==> src/rtl/tw_cfg_pkg.sv <==
package tw_cfg_pkg;
  typedef enum logic [2:0] {
    S_IDLE,
    S_RX,
    S_ACK,
    S_TX,
    S_MACK
  } bus_state_t;

  typedef enum logic [1:0] {
    K_ADDR,
    K_CMD,
    K_CNT,
    K_DATA
  } byte_kind_t;
endpackage

==> src/rtl/tw_line_sync.sv <==
module tw_line_sync #(
  parameter int STAGES = 2
) (
  input  logic clk,
  input  logic rst,
  input  logic scl_i,
  input  logic sda_i,
  output logic scl_s,
  output logic sda_s,
  output logic scl_rise,
  output logic scl_fall,
  output logic start_s,
  output logic stop_s
);
  logic [STAGES:0] scl_sh;
  logic [STAGES:0] sda_sh;
  logic            scl_p;
  logic            sda_p;

  always_ff @(posedge clk) begin
    if (rst) begin
      scl_sh <= '1;
      sda_sh <= '1;
    end else begin
      scl_sh <= {scl_sh[STAGES-1:0], scl_i};
      sda_sh <= {sda_sh[STAGES-1:0], sda_i};
    end
  end

  assign scl_s    = scl_sh[STAGES-1];
  assign sda_s    = sda_sh[STAGES-1];
  assign scl_p    = scl_sh[STAGES];
  assign sda_p    = sda_sh[STAGES];
  assign scl_rise = scl_s & ~scl_p;
  assign scl_fall = ~scl_s & scl_p;
  assign start_s  = scl_s & scl_p & sda_p & ~sda_s;
  assign stop_s   = scl_s & scl_p & ~sda_p & sda_s;
endmodule

==> src/rtl/tw_cfg_bank.sv <==
module tw_cfg_bank #(
  parameter int NBYTES = 2,
  parameter int NOUT   = 10,
  parameter int IDXW   = 2
) (
  input  logic            clk,
  input  logic            rst,
  input  logic            wr_en,
  input  logic [IDXW-1:0] wr_idx,
  input  logic [7:0]      wr_data,
  input  logic [IDXW-1:0] rd_idx,
  output logic [7:0]      rd_data,
  output logic [NOUT-1:0] out_en
);
  logic [NBYTES*8-1:0] bank;

  for (genvar g = 0; g < NBYTES; g++) begin : g_byte
    always_ff @(posedge clk) begin
      if (rst) begin
        bank[g*8 +: 8] <= 8'hFF;
      end else if (wr_en && wr_idx == IDXW'(g)) begin
        bank[g*8 +: 8] <= wr_data;
      end
    end
  end

  always_comb begin
    rd_data = 8'h00;
    for (int i = 0; i < NBYTES; i++) begin
      if (rd_idx == IDXW'(i)) rd_data = bank[i*8 +: 8];
    end
  end

  assign out_en = bank[NOUT-1:0];
endmodule

==> src/rtl/tw_proto_fsm.sv <==
module tw_proto_fsm
  import tw_cfg_pkg::*;
#(
  parameter logic [6:0] DEV_ADDR = 7'h69,
  parameter int         NBYTES   = 2,
  parameter int         IDXW     = 2
) (
  input  logic            clk,
  input  logic            rst,
  input  logic            sda_s,
  input  logic            scl_rise,
  input  logic            scl_fall,
  input  logic            start_s,
  input  logic            stop_s,
  input  logic [7:0]      rd_data,
  output logic [IDXW-1:0] rd_idx,
  output logic            wr_en,
  output logic [IDXW-1:0] wr_idx,
  output logic [7:0]      wr_data,
  output logic            sda_low_o
);
  localparam logic [7:0] CNT_BYTE = 8'(NBYTES);

  bus_state_t      state;
  byte_kind_t      kind;
  byte_kind_t      next_kind;
  logic [3:0]      bitcnt;
  logic [7:0]      shreg;
  logic [7:0]      rx_byte;
  logic            rw;
  logic            ack_pend;
  logic [IDXW-1:0] idx;
  logic            in_bank;
  logic            drv;

  assign rx_byte   = {shreg[6:0], sda_s};
  assign in_bank   = idx < IDXW'(NBYTES);
  assign rd_idx    = idx;
  assign sda_low_o = drv;

  always_comb begin
    unique case (kind)
      K_ADDR:  next_kind = K_CMD;
      K_CMD:   next_kind = K_CNT;
      default: next_kind = K_DATA;
    endcase
  end

  always_ff @(posedge clk) begin
    if (rst) begin
      state    <= S_IDLE;
      kind     <= K_ADDR;
      bitcnt   <= '0;
      shreg    <= '0;
      rw       <= 1'b0;
      ack_pend <= 1'b0;
      idx      <= '0;
      drv      <= 1'b0;
      wr_en    <= 1'b0;
      wr_idx   <= '0;
      wr_data  <= '0;
    end else begin
      wr_en <= 1'b0;
      if (start_s) begin
        state  <= S_RX;
        kind   <= K_ADDR;
        bitcnt <= '0;
        idx    <= '0;
        drv    <= 1'b0;
      end else if (stop_s) begin
        state <= S_IDLE;
        drv   <= 1'b0;
      end else if (scl_rise) begin
        case (state)
          S_RX: begin
            shreg  <= rx_byte;
            bitcnt <= bitcnt + 4'd1;
            if (bitcnt == 4'd7) begin
              unique case (kind)
                K_ADDR: begin
                  ack_pend <= (rx_byte[7:1] == DEV_ADDR);
                  rw       <= rx_byte[0];
                end
                K_DATA: begin
                  ack_pend <= in_bank;
                  if (in_bank) begin
                    wr_en   <= 1'b1;
                    wr_idx  <= idx;
                    wr_data <= rx_byte;
                    idx     <= idx + 1'b1;
                  end
                end
                default: ack_pend <= 1'b1;
              endcase
            end
          end
          S_TX:    bitcnt <= bitcnt + 4'd1;
          S_MACK:  if (sda_s) state <= S_IDLE;
          default: ;
        endcase
      end else if (scl_fall) begin
        case (state)
          S_RX: begin
            if (bitcnt == 4'd8) begin
              bitcnt <= '0;
              if (ack_pend) begin
                state <= S_ACK;
                drv   <= 1'b1;
              end else begin
                state <= S_IDLE;
              end
            end
          end
          S_ACK: begin
            bitcnt <= '0;
            if (kind == K_ADDR && rw) begin
              shreg <= CNT_BYTE;
              drv   <= !CNT_BYTE[7];
              idx   <= '0;
              state <= S_TX;
            end else begin
              drv   <= 1'b0;
              kind  <= next_kind;
              state <= S_RX;
            end
          end
          S_TX: begin
            if (bitcnt == 4'd8) begin
              drv   <= 1'b0;
              state <= S_MACK;
            end else begin
              shreg <= {shreg[6:0], 1'b0};
              drv   <= !shreg[6];
            end
          end
          S_MACK: begin
            shreg  <= rd_data;
            drv    <= !rd_data[7];
            bitcnt <= '0;
            state  <= S_TX;
            if (in_bank) idx <= idx + 1'b1;
          end
          default: ;
        endcase
      end
    end
  end
endmodule

==> src/rtl/clkbuf_cfg_slave.sv <==
module clkbuf_cfg_slave #(
  parameter logic [6:0] DEV_ADDR    = 7'h69,
  parameter int         NOUT        = 10,
  parameter int         SYNC_STAGES = 2
) (
  input  logic            clk,
  input  logic            rst,
  input  logic            scl_i,
  input  logic            sda_i,
  output logic            sda_low_o,
  output logic [NOUT-1:0] out_en_o
);
  localparam int NBYTES = (NOUT + 7) / 8;
  localparam int IDXW   = $clog2(NBYTES + 1);

  logic            scl_s;
  logic            sda_s;
  logic            scl_rise;
  logic            scl_fall;
  logic            start_s;
  logic            stop_s;
  logic            wr_en;
  logic [IDXW-1:0] wr_idx;
  logic [7:0]      wr_data;
  logic [IDXW-1:0] rd_idx;
  logic [7:0]      rd_data;

  tw_line_sync #(.STAGES(SYNC_STAGES)) u_sync (
    .clk(clk), .rst(rst), .scl_i(scl_i), .sda_i(sda_i),
    .scl_s(scl_s), .sda_s(sda_s), .scl_rise(scl_rise), .scl_fall(scl_fall),
    .start_s(start_s), .stop_s(stop_s)
  );

  tw_proto_fsm #(.DEV_ADDR(DEV_ADDR), .NBYTES(NBYTES), .IDXW(IDXW)) u_fsm (
    .clk(clk), .rst(rst), .sda_s(sda_s), .scl_rise(scl_rise), .scl_fall(scl_fall),
    .start_s(start_s), .stop_s(stop_s), .rd_data(rd_data), .rd_idx(rd_idx),
    .wr_en(wr_en), .wr_idx(wr_idx), .wr_data(wr_data), .sda_low_o(sda_low_o)
  );

  tw_cfg_bank #(.NBYTES(NBYTES), .NOUT(NOUT), .IDXW(IDXW)) u_bank (
    .clk(clk), .rst(rst), .wr_en(wr_en), .wr_idx(wr_idx), .wr_data(wr_data),
    .rd_idx(rd_idx), .rd_data(rd_data), .out_en(out_en_o)
  );
endmodule

==> config.mk <==
export PLATFORM = sky130hd
export DESIGN_NAME = clkbuf_cfg_slave
export DESIGN_NICKNAME = d
export VERILOG_FILES = /design/src/rtl/tw_cfg_pkg.sv /design/src/rtl/tw_line_sync.sv /design/src/rtl/tw_cfg_bank.sv /design/src/rtl/tw_proto_fsm.sv /design/src/rtl/clkbuf_cfg_slave.sv
export SDC_FILE = /design/constraint.sdc
export NUM_CORES = 1
export LEC_CHECK = 0
export BUFFER_PORTS_ARGS = -buffer_cell sky130_fd_sc_hd__buf_2
export CAP_MARGIN = 20
export CORE_ASPECT_RATIO = 0.7
export CORE_MARGIN = 5
export CORE_UTILIZATION = 40
export CTS_CLUSTER_SIZE = 40
export DETAILED_ROUTE_END_ITERATION = 8
export GPL_ROUTABILITY_DRIVEN = 0
export SLEW_MARGIN = 20
export SYNTH_ARGS = -nofsm -noshare
export SYNTH_HDL_FRONTEND = slang
export SYNTH_HIERARCHICAL = 1
export SYNTH_SLANG_ARGS = --single-unit
==> constraint.sdc <==
create_clock -name clk -period 3.9 [get_ports clk]
set_clock_uncertainty 0.1 [all_clocks]
set_input_delay 0.585 -clock clk [delete_from_list [all_inputs] [get_ports clk]]
set_output_delay 0.585 -clock clk [all_outputs]
set_load 0.02 [all_outputs]
# Word level (Yosys, flattened, before mapping)
# Index checks and enable logic that the tools add are counted.
[totals]
ff_bits = 54
latch_bits = 0
mem_bits_rw = 0
rom_bits = 0
elab_cells = 134
memories = 0
[op_classes]
add_sub_neg = 2
n_mul = 0
n_div = 0
n_lt_le_gt_ge = 1
eq_ne = 27
n_shift = 0
mux = 40
n_bitwise = 18
reduce_logical = 30
[ops]
columns = ["cell", "n"]
rows = [
  ["$mux W7", 5],
  ["$pmux W7 S3", 1],
  ["$reduce_and A7 Y1", 3],
  ["$reduce_and A5 Y1", 4],
  ["$mux W2", 9],
  ["$mux W3", 6],
  ["$reduce_and A6 Y1", 3],
  ["$mux W4", 4],
  ["$mux W8", 2],
  ["$ne A2 B1 Y1 const B", 7],
  ["$pmux W3 S4", 1],
  ["$reduce_bool A4 Y1", 3],
  ["$not A1 Y1", 11],
  ["$ne A5 B4 Y1 const B", 2],
  ["$ne A3 B2 Y1 const B", 3],
  ["$ne A4 B1 Y1 const B", 2],
  ["$pmux W2 S2", 2],
  ["$pmux W4 S2", 1],
  ["$and A1 B1 Y1", 7],
  ["$eq A7 B7 Y1 const B", 1],
  ["$mux W1", 7],
  ["$reduce_or A7 Y1", 1],
  ["$eq A2 B1 Y1 const B", 3],
  ["$eq A3 B2 Y1 const B", 2],
  ["20 further kinds", 28],
]

# Longest topological paths before layout
[depth]
ltp_word = 8
depth_mapped = 8
depth_no_buf = 7

# By module
# Netlist, hierarchy kept.
[by_module_without_submodules]
columns = ["mod", "instances", "cells_per_inst", "area_each_um2", "seq_area_each_um2"]
rows = [
  ["tw_proto_fsm", 1, 214, 1739.2, 640.6],
  ["tw_cfg_bank", 1, 90, 807.0, 320.3],
  ["tw_line_sync", 1, 16, 190.2, 120.1],
]

# Worst setup path before layout
# Ideal clock, no wire load.
[synth_path]
path_kind = "register to register"
from = "register u_sync.scl_sh[1]"
to = "register u_fsm.shreg[1]"
arrival_ps = 1678
slack_ps = 2052
stages_incl_launch_ff = 9
path_buffers = 2
period_less_slack_ps = 1848
cell_sequence = "dfxtp_1 > nor2b_1 > buf_2 > nor4bb_1 > o22ai_1 > nor4_4 > buf_6 > o311ai_0 > a21oi_1"
[synth_rtl]
columns = ["element", "line_no", "rtl"]
rows = [
  ["start, declared", "tw_line_sync.sv:15", "logic [STAGES:0] scl_sh;"],
  ["start signal, assigned", "tw_line_sync.sv:25", "scl_sh <= {scl_sh[STAGES-1:0], scl_i};"],
  ["$and A1 B1 Y1 (*)", "tw_line_sync.sv:34", "assign scl_rise = scl_s & ~scl_p;"],
  ["via scl_rise", "clkbuf_cfg_slave.sv:18", "logic scl_rise;"],
  ["$ne A3 B3 Y1 (no source line) (tied with other cells)", "--", ""],
  ["$reduce_and A7 Y1 (no source line)", "--", ""],
  ["end signal, assigned", "tw_proto_fsm.sv:76", "shreg <= rx_byte;"],
  ["end signal, assigned", "tw_proto_fsm.sv:132", "shreg <= {shreg[6:0], 1'b0};"],
  ["end signal, assigned", "tw_proto_fsm.sv:137", "shreg <= rd_data;"],
  ["end, declared", "tw_proto_fsm.sv:28", "logic [7:0] shreg;"],
]
# Mark *: on every way through the listed nets, which the timed path passes. The rest lies on a longest branch.
# A chain may end at the register's enable or synchronous reset.

# Worst setup path after layout
# Same ends and word-level chain as after synthesis.

==> metrics.md <==
| Metric | Value |
|---|---|
| Status | finished, final reports clean |
| Chip height | 79.2 microns |
| Number of max-cap violations | 0 |
| Total detailed-routing wirelength | about 5.8 mm |
| P&R area growth vs syn | 4.57% |
| First-pass GRT wire length | 9.80 mm |
| Count of different cell masters after synthesis | 54 |
| CP Data Required Time | about 4000 ps |
| Root buffer cell | clkbuf_8 |
| Clock sink count | 54 |
| Ant diodes | 0 |
| Setup bufs post-CTS | 0 |
| EDFF count, synth | 0 |
| Slowest-stage cell, CP | nor2b_1 |
| Max clock buf depth | 2 |
| Vias in the first global route | 1973 |
| Worst-path cell chain | nor2b_1 -> nor4bb_1 -> o22ai_1 -> nor4_4 -> o311ai_0 -> a21oi_1 |
| Kind of critical path | flip-flop to flip-flop |
| Number of synthesized register bits | 54 |
| Post-CTS Resized | 0 |
| Min Tclk post-route | ~2800 ps |
| Maximum fanout along the worst path | 14 |
| Share of cells above drive strength 1 | 0.0975 |
| Rows | 25 |
| Min-delay worst type | flip-flop to flip-flop |
| Latest clock arrival within the worst-skew pair | 300 ps |
| Yosys warnings | 6 |
| CTS tree | done |
| Relative slew slack | 0.409 |
| Slew Viols, Final | 0 |
| Crit-path max cell delay | 720 ps |
| Core area | about 0.0067 sq mm |
| Power per cell area | 319 mW/mm^2 |
| Worst-path clk slew | 100 ps |
| Final total negative setup slack | 0 ps |
| Final #Nets | roughly 330 |
| Overall die area | 0.00862 sq mm |
| GR Overflow Total | 0 |
| Die width | approximately 110 microns |
| Syn_nets | 330 |
| I/O Pins | 15 |
| Num CTS Buffers | 5 |
| F_max | 360 MHz |
| Post-DRT Antenna Nets | 0 |
| Hold Buf Count CTS | 0 |
| Arrival time at the worst endpoint | 2910 ps |
| Synth Flop Type | dfxtp_1 |
| Area of the multi-input gates | ~0.0014 sq mm |
| DRT iter0 DRCs | 134 |
| Detailed Place HPWL | 4.17 mm |
| R2r setup slk | 1120 ps |
| IO Port Bufs | 14 |
| Vias/cell | 5.22 |
| Initial core utilization | 0.409 |
| Initial antenna violation count | 0 |
| FFs w/ async S/R, synth | 0 |
| GRT Util Overall | 0.142 |
| Remaining DRCs | 0 |
| Slew @ Worst Pin | a little under 900 ps |
| RSZ-0062 raised after global routing | false |
| Crit share post-route | 0.713 |
| Largest net degree at the start of global routing | 55 |
| Cell Area, Synth | 0.00274 sq mm |
| Reg area | 0.00108 sq mm |
| Post-Place Setup Slack | 1210 ps |
| Mapped Avg Cell Area | between 8 and 9 sq um |
| Drt wl/cell | 14.0 microns |
| Total number of vias | 2149 |
| Setup violators final | 0 |
| CTS HTree Levels | 2 |
| Setup crit end kind | flip-flop |
| Hold Fails Final Rpt | 0 |
| Gate Count Post-Synth | 320 |
| Share of the yosys chip area belonging to registers | 0.395 |
| Initial DRT Pass Iterations | 5 |
| Final setup margin | 1120 ps |
| Leakage | between 1 and 1.5 nW |
| Filler instances | 683 |
| Startpoint class of the critical path | flip-flop |
| Maximum VDD drop | 0.220 mV |
## cell type report
type,instances,area share
Inverter,12,0.0157
Multi-Input combinational cell,228,0.504
Clock buffer,6,0.0254
Timing Repair Buffer,16,0.0297
Sequential cell,54,0.378
Clock inverter,2,0.00612
Tap cell,94,0.0411
## through the flow
step / cells / area, sq um / util / hold slack (ps) / power (mW)
2_1_floorplan: 320 / 2740 / - / 283 / 0.597
3_5_place_dp: 404 / 2770 / 0.414 / 290 / 0.607
6_report: 412 / 2860 / 0.427 / 313 / 0.914
3_3_place_gp: 404 / 2770 / 0.414 / 291 / 0.607
4_1_cts: 412 / 2860 / 0.427 / 314 / 0.924
5_1_grt: 412 / 2860 / 0.427 / 335 / 0.948
## sequential cells by signal (all words and copies together) (netlist names)
signal,cells
u_bank/out_en,10
u_fsm/wr_data,8
u_fsm/shreg,7
u_bank/bank,6
u_fsm/bitcnt,4
u_fsm/state,3
u_sync/scl_sh,3
u_sync/sda_sh,3
u_fsm/kind,2
u_fsm/rd_idx,2
u_fsm/wr_idx,2
u_fsm/ack_pend,1
u_fsm/rw,1
u_fsm/sda_low_o,1
u_fsm/wr_en,1
## cells in the final DEF, fill, tap and decap left out, types with 2 or more instances in the layout
master,netlist,layout
a21oi_1,16,16
buf_4,13,2
o21ai_0,5,5
mux2i_1,26,26
clkbuf_8,0,5
or2_1,6,6
nand3b_1,2,2
dfxtp_1,54,54
nor4_1,2,2
nor3_1,6,6
nor2b_1,4,4
a22oi_1,7,7
o31ai_1,3,3
or4_1,2,2
nor2_1,54,54
a21o_1,2,2
a211oi_1,8,8
nor4_4,2,2
buf_2,5,14
nand4b_1,3,3
a221oi_1,2,2
and4b_1,2,2
nand2_1,32,32
nand2b_1,6,6
nand3_1,4,4
inv_1,12,12
a31oi_1,3,3
ha_1,6,6
o22ai_1,2,2
## where the power goes
part / total, mW / internal [mW] / switching (mW)
combinational: 0.0372 / 0.0116 / 0.0257
sequential: 0.557 / 0.554 / 0.00324
clock: 0.319 / 0.131 / 0.189
total: 0.914 / 0.697 / 0.218
## cell usage after synthesis (2+ instances only)
library cell / n / share of area
nand2_1: 32 / 0.044
buf_4: 13 / 0.036
nor3_1: 6 / 0.011
dfxtp_1: 54 / 0.40
a211oi_1: 8 / 0.022
buf_1: 3 / 0.0041
nor2_1: 54 / 0.074
a21oi_1: 16 / 0.029
or4_1: 2 / 0.0055
buf_2: 5 / 0.0091
o22ai_1: 2 / 0.0046
nor4_1: 2 / 0.0046
ha_1: 6 / 0.027
nor2b_1: 4 / 0.0091
or2_1: 6 / 0.014
nor4_4: 2 / 0.016
nand2b_1: 6 / 0.014
o21ai_0: 5 / 0.0091
mux2i_1: 26 / 0.095
inv_1: 12 / 0.016
nand4b_1: 3 / 0.0096
a221oi_1: 2 / 0.0064
and4b_1: 2 / 0.0073
nand3_1: 4 / 0.0073
o31ai_1: 3 / 0.0082
buf_6: 2 / 0.0082
a21o_1: 2 / 0.0055
a31oi_1: 3 / 0.0069
clkbuf_1: 3 / 0.0041
nand3b_1: 2 / 0.0055
a22oi_1: 7 / 0.019
## kinds of logic (layout without fill, tap and decap cells)
logic type      after synthesis  in the layout  synth area share
mux                          27             27            0.0992
simple gates                136            136             0.253
xor+xnor                      1              1           0.00320
fa+ha+maj                     6              6            0.0274
compound gates               58             58             0.144
flops                        54             54             0.395
buf+inv                      38             36            0.0777
## per-layer routing
layer | GRT usage | wire (microns) | part of all wire | vias to the layer above
li1 | - | - | - | 1098
met1 | 0.214 | 3100 | 0.54 | 1006
met2 | 0.205 | 2360 | 0.41 | 43
met3 | 0.0292 | 278 | 0.048 | 2
met4 | 0.0303 | 35 | 0.0061 | 0
met5 | 0 | 0 | 0 | -
## final timing paths
| kind | cells past startpoint | end | startpoint |
|---|---|---|---|
| worst max-delay path | 6 | u_fsm/shreg[1] | u_sync/scl_sh[1] |
| worst min-delay path | 1 | u_sync/scl_sh[1] | u_sync/scl_sh[0] |
| worst max register to register | 6 | u_fsm/shreg[1] | u_sync/scl_sh[1] |
| worst min register to register | 1 | u_sync/scl_sh[1] | u_sync/scl_sh[0] |
## worst max-delay path: cells and delay by family, from the launching register on
family | cells | cell delay, ps
AND/OR/NAND/NOR | 3 | 1630
AO/OA/AOI/OAI | 3 | 600
flip-flops | 1 | 380
(Power assumes the default switching activity.)
